File: src/rtl/smem_pkg.sv
// Shared types and helpers for the static memory bank sequencer.
// Assumes four byte lanes at most (32-bit external bus).
package smem_pkg;

    // Configuration fields, bit 5 down to bit 0 of the configuration word.
    typedef struct packed {
        logic       rd_lanes;   // lane selects held low during reads
        logic       cs_high;    // chip select active high
        logic       wprot;      // bank refuses writes
        logic       burst;      // sequential quad-burst reads allowed
        logic [1:0] width;      // 00 8-bit, 01 16-bit, 10 32-bit, 11 reserved
    } smem_cfg_t;

    typedef enum logic [1:0] {
        ST_IDLE   = 2'd0,
        ST_ACC    = 2'd1,
        ST_DONE   = 2'd2,
        ST_LINGER = 2'd3
    } smem_state_t;

    localparam logic [1:0] WID_8   = 2'b00;
    localparam logic [1:0] WID_16  = 2'b01;
    localparam logic [1:0] WID_32  = 2'b10;
    localparam logic [1:0] WID_RSV = 2'b11;

    // Number of existing byte lanes at a width code.
    function automatic int lane_count(input logic [1:0] w);
        case (w)
            WID_8:   return 1;
            WID_16:  return 2;
            default: return 4;
        endcase
    endfunction

    // Lane mask (four lanes) at a width code.
    function automatic logic [3:0] lane_mask(input logic [1:0] w);
        case (w)
            WID_8:   return 4'b0001;
            WID_16:  return 4'b0011;
            default: return 4'b1111;
        endcase
    endfunction

    // Reset width code by bank index.
    function automatic logic [1:0] reset_width(input int idx);
        case (idx)
            1, 3, 7: return WID_8;
            2, 6:    return WID_16;
            default: return WID_32;
        endcase
    endfunction

endpackage

File: src/rtl/smem_cfg_reg.sv
// Holds the bank configuration word.
// Assumes writes arrive only while the bank is idle; reserved width code
// writes keep the previous width, reserved bits are never stored.
module smem_cfg_reg
    import smem_pkg::*;
#(
    parameter int BANK_IDX = 0
) (
    input  logic       clk,
    input  logic       rst_n,
    input  logic       wr_en,
    input  logic [5:0] wr_val,
    output smem_cfg_t  cfg
);
    localparam logic [1:0] RST_WIDTH = reset_width(BANK_IDX);

    // Register update with reserved-width filtering.
    always_ff @(posedge clk) begin
        if (!rst_n) begin
            cfg <= '{rd_lanes: 1'b0, cs_high: 1'b0, wprot: 1'b0,
                     burst: 1'b0, width: RST_WIDTH};
        end else if (wr_en) begin
            cfg.rd_lanes <= wr_val[5];
            cfg.cs_high  <= wr_val[4];
            cfg.wprot    <= wr_val[3];
            cfg.burst    <= wr_val[2];
            if (wr_val[1:0] != WID_RSV) begin
                cfg.width <= wr_val[1:0];
            end
        end
    end
endmodule

File: src/rtl/smem_wait_ctr.sv
// Down-counter for strobe length. Loading N gives zero after N decrements,
// so a strobe state that leaves on zero lasts N+1 clocks.
module smem_wait_ctr #(
    parameter int W = 4
) (
    input  logic         clk,
    input  logic         rst_n,
    input  logic         load,
    input  logic [W-1:0] load_val,
    input  logic         dec,
    output logic         zero
);
    logic [W-1:0] cnt_q;

    // Load has priority; decrement saturates at zero.
    always_ff @(posedge clk) begin
        if (!rst_n) begin
            cnt_q <= '0;
        end else if (load) begin
            cnt_q <= load_val;
        end else if (dec && (cnt_q != '0)) begin
            cnt_q <= cnt_q - 1'b1;
        end
    end

    assign zero = (cnt_q == '0);
endmodule

File: src/rtl/smem_lane_ctl.sv
// Byte-lane select and write-enable decode.
// Assumes rd_act and wr_act are never both high.
module smem_lane_ctl #(
    parameter int LANES = 4
) (
    input  logic             rd_act,
    input  logic             wr_act,
    input  logic             rd_lanes,
    input  logic [LANES-1:0] lmask,
    input  logic [LANES-1:0] be,
    output logic [LANES-1:0] bls_n,
    output logic             we_n
);
    // Lane selects: strobes on writes, mode-dependent level on reads.
    always_comb begin
        if (wr_act) begin
            bls_n = ~(be & lmask);
        end else if (rd_act && rd_lanes) begin
            bls_n = '0;
        end else begin
            bls_n = '1;
        end
    end

    // Dedicated write enable only used when lanes are held during reads.
    assign we_n = ~(wr_act && rd_lanes);
endmodule

File: src/rtl/smem_bank_seq.sv
// Static memory bank access sequencer (top).
// Drives one asynchronous memory bank from a valid/ready request port.
// Assumes the requester holds a request until rsp_ready and may present the
// next one during the ready cycle; configuration changes only while idle.
module smem_bank_seq
    import smem_pkg::*;
#(
    parameter int ADDR_W   = 20,
    parameter int DATA_W   = 32,
    parameter int WS_W     = 4,
    parameter int BANK_IDX = 0
) (
    input  logic                clk,
    input  logic                rst_n,
    input  logic                cfg_we,
    input  logic [7:0]          cfg_wdata,
    output logic [7:0]          cfg_rdata,
    input  logic [WS_W-1:0]     ws_first,
    input  logic [WS_W-1:0]     ws_seq,
    input  logic [WS_W-1:0]     ws_write,
    input  logic                req_valid,
    input  logic                req_write,
    input  logic [ADDR_W-1:0]   req_addr,
    input  logic [DATA_W-1:0]   req_wdata,
    input  logic [DATA_W/8-1:0] req_be,
    output logic                rsp_ready,
    output logic                rsp_err,
    output logic [DATA_W-1:0]   rsp_rdata,
    output logic                mem_cs,
    output logic                mem_oe_n,
    output logic                mem_we_n,
    output logic [DATA_W/8-1:0] mem_bls_n,
    output logic [ADDR_W-1:0]   mem_addr,
    output logic [DATA_W-1:0]   mem_dout,
    output logic                mem_dout_en,
    input  logic [DATA_W-1:0]   mem_din
);
    localparam int LANES = DATA_W / 8;

    smem_cfg_t          cfg;
    smem_state_t        st_q;
    logic               wr_q;
    logic               open_q;
    logic               err_q;
    logic [ADDR_W-1:0]  addr_q;
    logic [DATA_W-1:0]  wdata_q;
    logic [LANES-1:0]   be_q;
    logic [DATA_W-1:0]  rdata_q;
    logic [LANES-1:0]   lmask;
    logic [DATA_W-1:0]  dmask;
    logic               ctr_load;
    logic [WS_W-1:0]    ctr_val;
    logic               ctr_zero;
    logic               seq_hit;
    logic               quad_start;
    logic               wp_hit;
    logic               cs_act;
    logic               oe_act;
    logic               wr_act;
    logic               unused_rsv;

    assign unused_rsv = ^cfg_wdata[7:6];

    smem_cfg_reg #(.BANK_IDX(BANK_IDX)) u_cfg (
        .clk    (clk),
        .rst_n  (rst_n),
        .wr_en  (cfg_we),
        .wr_val (cfg_wdata[5:0]),
        .cfg    (cfg)
    );

    assign cfg_rdata = {2'b00, cfg};

    // Lane mask from width, widened to a data mask per lane.
    always_comb begin
        for (int i = 0; i < LANES; i++) begin
            lmask[i] = (i < lane_count(cfg.width));
        end
    end

    generate
        for (genvar g = 0; g < LANES; g++) begin : g_dmask
            assign dmask[8*g +: 8] = {8{lmask[g]}};
        end
    endgenerate

    // Request classification against the open burst.
    assign seq_hit    = req_valid && !req_write && (req_addr == addr_q + 1'b1);
    assign quad_start = (req_addr[1:0] == 2'b00);
    assign wp_hit     = req_write && cfg.wprot;

    // Wait counter load selection per state.
    always_comb begin
        ctr_load = 1'b0;
        ctr_val  = '0;
        case (st_q)
            ST_IDLE: begin
                if (req_valid && !wp_hit) begin
                    ctr_load = 1'b1;
                    ctr_val  = req_write ? ws_write : ws_first;
                end
            end
            ST_LINGER: begin
                if (seq_hit) begin
                    ctr_load = 1'b1;
                    ctr_val  = quad_start ? ws_first : ws_seq;
                end
            end
            default: ;
        endcase
    end

    smem_wait_ctr #(.W(WS_W)) u_wait (
        .clk      (clk),
        .rst_n    (rst_n),
        .load     (ctr_load),
        .load_val (ctr_val),
        .dec      (st_q == ST_ACC),
        .zero     (ctr_zero)
    );

    // Access state machine and request capture.
    always_ff @(posedge clk) begin
        if (!rst_n) begin
            st_q    <= ST_IDLE;
            wr_q    <= 1'b0;
            open_q  <= 1'b0;
            err_q   <= 1'b0;
            addr_q  <= '0;
            wdata_q <= '0;
            be_q    <= '0;
            rdata_q <= '0;
        end else begin
            case (st_q)
                ST_IDLE: begin
                    open_q <= 1'b0;
                    if (req_valid) begin
                        wr_q    <= req_write;
                        addr_q  <= req_addr;
                        wdata_q <= req_wdata;
                        be_q    <= req_be;
                        err_q   <= wp_hit;
                        st_q    <= wp_hit ? ST_DONE : ST_ACC;
                    end
                end
                ST_ACC: begin
                    if (ctr_zero) begin
                        if (!wr_q) begin
                            rdata_q <= mem_din & dmask;
                        end
                        open_q <= !wr_q && cfg.burst;
                        st_q   <= ST_DONE;
                    end
                end
                ST_DONE: begin
                    err_q <= 1'b0;
                    st_q  <= open_q ? ST_LINGER : ST_IDLE;
                end
                ST_LINGER: begin
                    if (seq_hit) begin
                        addr_q <= req_addr;
                        st_q   <= ST_ACC;
                    end else begin
                        open_q <= 1'b0;
                        st_q   <= ST_IDLE;
                    end
                end
                default: st_q <= ST_IDLE;
            endcase
        end
    end

    // Strobe activity decoded from the registered state.
    assign cs_act = (st_q == ST_ACC) ||
                    (((st_q == ST_DONE) || (st_q == ST_LINGER)) && open_q);
    assign oe_act = cs_act && !wr_q;
    assign wr_act = (st_q == ST_ACC) && wr_q;

    smem_lane_ctl #(.LANES(LANES)) u_lanes (
        .rd_act   (oe_act),
        .wr_act   (wr_act),
        .rd_lanes (cfg.rd_lanes),
        .lmask    (lmask),
        .be       (be_q),
        .bls_n    (mem_bls_n),
        .we_n     (mem_we_n)
    );

    assign mem_cs      = cfg.cs_high ? cs_act : !cs_act;
    assign mem_oe_n    = !oe_act;
    assign mem_addr    = addr_q;
    assign mem_dout    = wdata_q;
    assign mem_dout_en = wr_act;
    assign rsp_ready   = (st_q == ST_DONE);
    assign rsp_err     = (st_q == ST_DONE) && err_q;
    assign rsp_rdata   = rdata_q;
endmodule

File: config.mk
export PLATFORM = sky130hd
export DESIGN_NAME = smem_bank_seq
export DESIGN_NICKNAME = d
export VERILOG_FILES = /design/src/rtl/smem_pkg.sv /design/src/rtl/smem_cfg_reg.sv /design/src/rtl/smem_wait_ctr.sv /design/src/rtl/smem_lane_ctl.sv /design/src/rtl/smem_bank_seq.sv
export SDC_FILE = /design/constraint.sdc
export NUM_CORES = 1
export LEC_CHECK = 0
export BUFFER_PORTS_ARGS = -buffer_cell sky130_fd_sc_hd__buf_2
export CORE_ASPECT_RATIO = 1.75
export CORE_MARGIN = 2
export CORE_UTILIZATION = 40
export CTS_BUF_LIST = sky130_fd_sc_hd__clkbuf_4
export DETAILED_ROUTE_END_ITERATION = 16
export GPL_ROUTABILITY_DRIVEN = 1
export PLACE_DENSITY_LB_ADDON = 0.2
export SLEW_MARGIN = 20
export SYNTH_ARGS = -nofsm -noshare
export SYNTH_HDL_FRONTEND = slang
export SYNTH_SLANG_ARGS = --single-unit
File: constraint.sdc
create_clock -name clk -period 2.75 [get_ports clk]
set_input_delay 0.55 -clock clk [delete_from_list [all_inputs] [get_ports clk]]
set_output_delay 0.55 -clock clk [all_outputs]
set_load 0.05 [all_outputs]
==> run metrics <==
outcome=finished, final reports clean; Mean Syn Cell Area=approximately 8.2 um^2; vias per inst=approximately 5; power density cells=~840 mW/mm^2; GRT Total Usage=between 20% and 30%; post-DR wirelength/cell=roughly 15 um; slowest stage delay, CP=0.51 ns; TritonCTS buffer count=9; number of flops mapped to enable cells by yosys=0; clock-pin slew on the worst setup and hold paths=roughly 0.16 ns; Leak Pwr=approximately 2.9 nW; Crit path arrival time=around 3.1 ns; Synth Flop Type=dfxtp_1; sequential share of power=36.1%; Final #Nets=946; CP top delay family=simple AND/OR/NAND/NOR gates; setup TNS=0 ns; mapped cell area=about 0.0052 mm^2; Hold Path Class=in2reg; # fillers=between 1k and 1.5k; Die ar.=around 0.014 mm^2; via count=approximately 5.0k; Tcrit/Tclk final=97.0%; Post-Route WL=between 10 and 15 mm; slowest CP cell=or4_4; Final min period=2.67 ns; FF+latch area=0.00207 mm^2; Slew Viols, Final=0; htree depth=3; IO Count=approximately 220; layout cells sized above 1=a little under a third; Bufs on Longest Clock Path=2; DRC viols=0; drt first pass iters=5; Initial Utilization=between 40% and 50%; Setup-failing EPs final=0; FP Rows=55; FF+latch count, synth=103; CTS tree=yes; first-pass GRT wire length=23.8 mm; RSZ-0062 raised after global routing=false; Max Freq=between 0.3 and 0.4 GHz; number of synthesis warnings=0; CP Buf/Inv Count=1; Worst Tran Pin Value=between 0.6 and 0.7 ns; Worst Setup Start Kind=flop; Hold Buf Count CTS=0; die width=roughly 90 um; CTS Root Cell=clkbuf_4; largest net degree at the start of global routing=between 70 and 80; internal power=about 0.0028 W; vias in the first global route=between 4k and 5k; GRT overflow=0; number of DRC violations after detailed-routing iteration 0=about 130; CORE AREA=about 0.013 mm^2; DIE HEIGHT=approximately 150 um; CP Capture Type=flop; Core Util, Final=between 50 and 60%; sw frac=49.4%; gpl congestion=0.834; Worst EP required=roughly 3.1 ns; Clk pwr share=roughly an eighth; initial antenna violation count=2; Final Hold Viols=0; Logic pwr share=between 50 and 60%; critical path class=reg2reg; Post-Synthesis Cells=approximately 630; P&R area growth vs syn=27.0%; antenna viol nets, final=0; P_sw=about 0.0027 W; Seq/Total Area, Yosys=around two fifths; crit path cell chain=ha_1, xor2_1, or4_4, nor3_2, o2111ai_2, nor2_2, a32o_2, clkbuf_16, mux2i_1; post-detail-place hpwl=11.3 mm; largest vdd supply drop=between 0.0003 and 0.0004 V; Worst slew margin=55.9%; CTS Sinks=103; clock skew=approximately 0.016 ns; area of the multi-input gates=about 0.0029 mm^2; Synth cell types=55; crit-path max FO=10; clock insertion delay at the later pin of the skew report=between 0.4 and 0.5 ns; Port Buf Inserts=210; total of max-cap violations=0; fraction of registers with async set/reset=0%
[power groups by stage]
stage / registers, W / clock network (W) / logic (W)
floorplan: 0.00279 / 0 / 0.00133
global placement: 0.00202 / 0 / 0.00268
detailed placement: 0.00204 / 0 / 0.00274
CTS: 0.00200 / 0.000783 / 0.00275
global route: 0.00205 / 0.000842 / 0.00302
finish: 0.00200 / 0.000737 / 0.00280
[sequential cells by signal, summed over array words and instances, names as in the netlist]
register and count:
u_wait.cnt_q 4, err_q 1, rsp_rdata 32, mem_dout 32
be_q 4, st_q 2, open_q 1, u_cfg.cfg 6
mem_addr 20, wr_q 1
[cells by family after synthesis]
logic type | after synthesis | share of synthesized area (%)
buffers and inverters | 55 | 4.90
flip-flops | 103 | 39.8
AND/OR/NAND/NOR | 290 | 26.1
AO/OA/AOI/OAI | 114 | 16.0
multiplexers | 33 | 6.44
adder cells (fa/ha/maj) | 7 | 1.69
XOR/XNOR | 30 | 5.07
other | 1 | 0.0723
[tightest hold or removal path: stages]
cell	delay (ns)
buf_2	0.10
nand2_1	0.04
a21boi_0	0.06
[final cells by class]
| cell class | count | share of cell area [%] |
|---|---|---|
| Sequential cell | 103 | 31.4 |
| Clock buffer | 10 | 1.14 |
| Antenna cell | 2 | 0.0760 |
| Clock inverter | 6 | 0.798 |
| Timing Repair Buffer | 226 | 18.5 |
| Multi-Input combinational cell | 476 | 44.3 |
| Tap cell | 171 | 3.25 |
| Inverter | 10 | 0.570 |
[per-layer routing]
metal  GRT usage (%)  vias to the layer above  wire length [um]
li1                -                     2524                 -
met1            21.9                     2300              5660
met2            40.1                      169              8160
met3            4.19                       28               722
met4            9.16                        0               455
met5               0                        -                 0
[path summary, 6_finish.rpt]
| check | start | end | slack [ns] | depth (start not counted) |
|---|---|---|---|---|
| max | mem_addr[0] | mem_addr[0] | 0.08 | 9 |
| min | req_wdata[7] | mem_dout[7] | 0.32 | 3 |
| max reg2reg | mem_addr[0] | mem_addr[0] | 0.08 | 9 |
| min reg2reg | rsp_rdata[12] | rsp_rdata[12] | 0.47 | 2 |
[cells in the mapped netlist, types with 2 or more instances]
library cell / count / area, um^2
nand2_1: 180 / 676
mux2i_1: 30 / 300
nor2_1: 15 / 56.3
buf_2: 3 / 15.0
xnor2_1: 14 / 123
buf_12: 2 / 40.0
ha_1: 7 / 87.6
buf_4: 3 / 22.5
and3_1: 4 / 25.0
nand3b_1: 8 / 60.1
o31ai_1: 3 / 22.5
o2111ai_2: 2 / 30.0
nor4bb_1: 2 / 20.0
a21boi_0: 70 / 526
o221ai_1: 4 / 35.0
a21oi_1: 9 / 45.0
and4_1: 3 / 26.3
nand3_1: 33 / 165
nand2b_1: 5 / 31.3
mux2_2: 3 / 33.8
o21ai_0: 14 / 70.1
nand4_1: 5 / 31.3
dfxtp_1: 103 / 2060
or2_2: 2 / 12.5
nor3_1: 3 / 15.0
nor2b_1: 7 / 43.8
inv_1: 10 / 37.5
o21ai_1: 2 / 10.0
nor4_1: 4 / 25.0
and2_1: 6 / 37.5
nor4b_2: 2 / 30.0
clkbuf_1: 36 / 135
xor2_1: 16 / 140
or3_1: 2 / 12.5
[stage by stage]
step	setup slack [ns]	area, um^2	cells	hold WS [ns]	total power [W]
after global placement	0.102	6360	983	0.448	0.00471
after CTS	0.0199	6510	999	0.277	0.00553
after global routing	0.00442	6590	1004	0.288	0.00591
after floorplan	0.0449	5190	634	0.439	0.00412
final	0.0836	6590	1004	0.316	0.00554
after detailed placement	0.0284	6360	983	0.452	0.00477
[cells in the final DEF, fill, tap and decap left out, types with 6 or more instances in the layout]
| cell | count |
|---|---|
| buf_2 | 208 |
| nand2_1 | 180 |
| dfxtp_1 | 101 |
| a21boi_0 | 70 |
| nand3_1 | 33 |
| mux2i_1 | 30 |
| xor2_1 | 16 |
| nor2_1 | 15 |
| buf_4 | 15 |
| xnor2_1 | 14 |
| o21ai_0 | 12 |
| inv_1 | 10 |
| clkbuf_4 | 10 |
| nand3b_1 | 8 |
| a21oi_1 | 8 |
| nor2b_1 | 7 |
| ha_1 | 6 |
[repair_timing]
| item | 4_1_cts | 5_1_grt |
|---|---|---|
| cloned | 0 | 1 |
| buffers inserted | 0 | 2 |
| pin swaps | 0 | 5 |
| endpoints found under the setup margin | 1 | 19 |
| gates resized for setup | 3 | 7 |
No activity file was read; power rests on OpenSTA's default activity.
